--- src/rtl/gpio_pulse_bank.sv ---
module gpio_pulse_bank #(
  parameter int PINS = 8
) (
  input  logic            clk,
  input  logic            rst_n,
  input  logic            wr_en,
  input  logic [31:0]     wdata,
  output logic [31:0]     rdata,
  output logic [PINS-1:0] pad_out,
  output logic [PINS-1:0] pad_oe,
  input  logic [PINS-1:0] pad_in
);

  localparam int DIR_BASE = 16;

  logic [PINS-1:0] meta_q, sync_q;

  always_ff @(posedge clk) begin
    if (!rst_n) begin
      meta_q <= '0;
      sync_q <= '0;
    end else begin
      meta_q <= pad_in;
      sync_q <= meta_q;
    end
  end

  for (genvar n = 0; n < PINS; n++) begin : g_pin
    wire lo  = wr_en & wdata[2*n];
    wire hi  = wr_en & wdata[2*n+1];
    wire drv = wr_en & wdata[DIR_BASE+2*n];
    wire rel = wr_en & wdata[DIR_BASE+2*n+1];

    always_ff @(posedge clk) begin
      if (!rst_n) begin
        pad_out[n] <= 1'b0;
        pad_oe[n]  <= 1'b0;
      end else begin
        if (lo ^ hi)   pad_out[n] <= hi;
        if (drv ^ rel) pad_oe[n]  <= drv;
      end
    end
  end

  always_comb begin
    rdata = '0;
    for (int n = 0; n < PINS; n++)
      rdata[2*n+1] = pad_oe[n] ? pad_out[n] : sync_q[n];
  end

endmodule


--- config.mk ---
export PLATFORM = sky130hd
export DESIGN_NAME = gpio_pulse_bank
export DESIGN_NICKNAME = d
export VERILOG_FILES = /design/src/rtl/gpio_pulse_bank.sv
export SDC_FILE = /design/constraint.sdc
export NUM_CORES = 1
export LEC_CHECK = 0
export ABC_AREA = 1
export BUFFER_PORTS_ARGS = -buffer_cell sky130_fd_sc_hd__buf_4
export CAP_MARGIN = 0
export CORE_MARGIN = 2
export CORE_UTILIZATION = 35
export DETAILED_ROUTE_END_ITERATION = 10
export GPL_TIMING_DRIVEN = 0
export PLACE_DENSITY_LB_ADDON = 0.15
export RECOVER_POWER = 50
export SYNTH_ARGS = -nofsm -noshare
export SYNTH_HDL_FRONTEND = slang
export SYNTH_SLANG_ARGS = --single-unit
--- constraint.sdc ---
create_clock -name clk -period 1.69 [get_ports clk]
set_clock_uncertainty 0.2 [all_clocks]
set_input_delay 0.4225 -clock clk [delete_from_list [all_inputs] [get_ports clk]]
set_output_delay 0.4225 -clock clk [all_outputs]
set_load 0.01 [all_outputs]
Yosys cells after proc, flatten, opt, wreduce, memory -nomap -nowiden
Cells that the tools add are included.
{"block": "word_totals", "ff_bits": 32, "out_inout_bits": 48}
{"block": "op_classes", "muxes": 8, "n_bitwise": 48}
{"cell": "$and 1x1->1", "n": 32}
{"cell": "$xor 1x1->1", "n": 16}
{"cell": "$mux 1", "n": 8}

Longest topological paths before layout
{"block": "logic_depth", "depth_word": 2, "ltp_mapped": 5}

Least setup slack after synthesis
OpenSTA, ideal clock, no wires.
{"block": "synth_timing", "path_kind": "register to output", "from": "register pad_oe[5]", "to": "output rdata[11]", "arrival_time_ns": 0.742, "required_time_ns": 1.067, "slack_ns": 0.325, "path_stages_with_launch": 3, "n_path_buf": 0, "path_cell_list": "dfxtp_1 -> inv_1 -> o21ai_0"}
{"block": "synth_via", "elab_chain_len": 1}
{"item": "start: declaration", "line": "10", "text": "output logic [PINS-1:0] pad_oe,"}
{"item": "start signal: indexed assignment", "line": "40", "text": "if (drv ^ rel) pad_oe[n] <= drv;"}
{"item": "$mux 1", "line": "48", "text": "rdata[2*n+1] = pad_oe[n] ? pad_out[n] : sync_q[n];"}
{"item": "end: declaration", "line": "8", "text": "output logic [31:0] rdata,"}
No other way between the ends.

Final worst setup path
{"block": "layout_timing", "from": "register pad_oe[1]", "to": "output rdata[3]"}
The elaborated chain is that of the path after synthesis.

==> flow_summary_export.csv <==
group,metric,value,unit
global_route,first_global_vias,1258,
global_route,antenna_found_initial,0,
floorplanning,die_height,71.2,um
worst_setup_path,worst-endpoint-arrival,980,ps
timing,finalHoldViolations,0,
clocking,postCtsSetupRepairBufs,0,
layout,final_nets,378,
worst_setup_path,crit_start,"pad_oe[1]",
synthesis,netlist_instances,239,
floorplanning,start_util,36.3,%
timing,worst_slack,89.4,ps
drt,drt_wl_total,3370,um
placed_design,dp_cells,380,
worst_setup_path,cp-end-kind,"output pin",
timing,post-route-period-util,94.7,%
placed_design,place_ws,319,ps
layout,diodes,0,
floorplanning,fp.dieW,71.2,um
worst_setup_path,cp-start-kind,"flip-flop",
timing,setup_viol,0,
clocking,clockBufferDepth,2,
clocking,insertion_delay,270,ps
floorplanning,ios,91,
layout,syn_to_final_growth,45.2,%
floorplanning,die_area,5060,um2
synthesis,syn-cell-area,1580,um2
run_status,outcome,"completed",
floorplanning,rows,24,
worst_setup_path,critPathMaxStageDelay,360,ps
power_and_ir_drop,p_leak,1.39,nW
worst_setup_path,ff2ff_setup_slack,800,ps
synthesis,synth_cell_type_count,11,
global_route,grt_usage,14.0,%
global_route,overflow,0,
worst_setup_path,worstReg2RegStart,"pad_oe[1]",
global_route,grt_max_degree,11,
timing,drv_slew,0,
clocking,cts_tree,"yes",
worst_hold_path,hold_class,"input pin to flip-flop",
clocking,clk_pin_slew_worst_paths,60,ps
layout,final_util,52.6,%
worst_setup_path,path_class,"flip-flop to output pin",
clocking,cts_root_buf,"clkbuf_8",
drt,drtIter0Drc,62,
global_route,grt_pass1_wl,5460,um
timing,tightest_slew,573,ps
worst_setup_path,critPathMaxFanout,3,
synthesis,yosysWarnings,0,
drt,wire_per_inst,8.68,um
drt,drc,0,
power_and_ir_drop,ir_drop,380,uV
timing,fin_crit,1600,ps
floorplanning,core_area,4350,um2
worst_setup_path,required,1070,ps
drt,vias,1479,
placed_design,io_buffer_count,66,
worst_setup_path,cp_slowest_cell,"dfxtp_1",
clocking,cts_sinks,32,
timing,worst_hold_slack,126,ps
drt,postRouteAntennaNets,0,
synthesis,synth_seq_cells,32,
placed_design,hpwl,2580,um
worst_setup_path,crit_end,"rdata[3]",
drt,via_per_inst,3.81,
job,maxCapViolations,0,
layout,drive_gt1_share,30.1,%
placed_design,gp_congestion,0.797,
layout,fillers,444,
layout,final_cells,388,
power_and_ir_drop,powerDensity,750,nW/um2
worst_setup_path,reg2reg_to,"pad_oe[1]",
timing,slew_headroom,61.8,%
worst_setup_path,reg2reg_depth,4,
clocking,numCtsBuffers,5,
synthesis,avgSynthCellArea,6.61,um2
timing,clock.fmax,625,MHz
clocking,htreeDepth,2,
worst_setup_path,worstPathCellList,"inv_1, o21ai_2, buf_4",
synthesis,ys_seq_area_share,40.6,%
drt,dr.pass1.iters,4,
[logic make-up after synthesis]
group | after synthesis | share of synthesized area, %
other | 1 | 0.237
AND/OR/NAND/NOR | 104 | 24.7
AO/OA/AOI/OAI | 24 | 7.61
flip-flops | 32 | 40.6
buffers and inverters | 78 | 26.9
[where the power goes]
group          switching (W)  internal [W]  leakage, nW
Sequential         0.0000153      0.000789        0.264
Combinational       0.000150      0.000171         1.08
Clock               0.000261      0.000332       0.0455
[cell usage after synthesis]
cell type	number	area share, %
buf_2	1	0.32
o21ai_0	8	2.5
dfxtp_1	32	41
nand2_1	88	21
conb_1	1	0.24
inv_1	48	11
a21oi_1	16	5.1
nor2_1	16	3.8
buf_4	24	11
clkbuf_8	1	0.87
buf_6	4	2.9
[stage by stage]
step,power [W],setup TNS (ps),cell area [um2]
floorplan,0.00101,0,1670
global placement,0.00115,0,2230
detailed placement,0.00115,0,2230
CTS,0.00176,0,2320
global route,0.00184,-6.18,2290
finish,0.00172,0,2290
[per-layer routing]
layer  global-route usage [%]  wire length, um  part of all wire [%]  vias up
li1                         -                -                     -      832
met1                     16.8             1560                    46      586
met2                     22.6             1530                    45       59
met3                     4.56              251                   7.5        2
met4                     6.29               34                   1.0        0
met5                        0                0                     0        -
[cells in the final DEF, fill, tap and decap left out, drive strengths merged]
cell type,synthesis,routed
nand2,88,88
buf,29,89
nor2,16,16
a21oi,16,16
dfxtp,32,32
inv,48,48
conb,1,24
o21ai,8,8
clkbuf,1,15
[final cells by class]
class	instances	area, um2	share of cell area, %
tap	52	65.1	2.84
sequential	32	644	28.1
multi-input combinational	152	604	26.4
buffer	30	220	9.61
clock buffer	8	90.1	3.93
inverter	48	180	7.86
timing repair buffer	66	488	21.3
[worst min path at each step]
stage | from | to | cells after the start
after floorplan | meta_q[0] | sync_q[0] | 2
after global placement | meta_q[1] | sync_q[1] | 2
after detailed placement | meta_q[5] | sync_q[5] | 2
after CTS | pad_in[0] | meta_q[0] | 3
after global routing | pad_in[2] | meta_q[2] | 3
final | pad_in[0] | meta_q[0] | 3
[timing repair]
item,4_1_cts,5_1_grt
resized for setup,1,11
hold buffers,0,0
setup endpoints to repair,1,8
cloned,0,0
[sequential cells by signal (all words and copies together) (netlist names)]
signal   flops
meta_q       8
pad_oe       8
pad_out      8
sync_q       8
[critical path: cells and delay by family, from the launching register on]
kind                   cells  cell delay, ps
DFF                        1             360
buffers and inverters      2             210
AOI/OAI and AO/OA          1             140
Power figures use the tool's default switching activity.
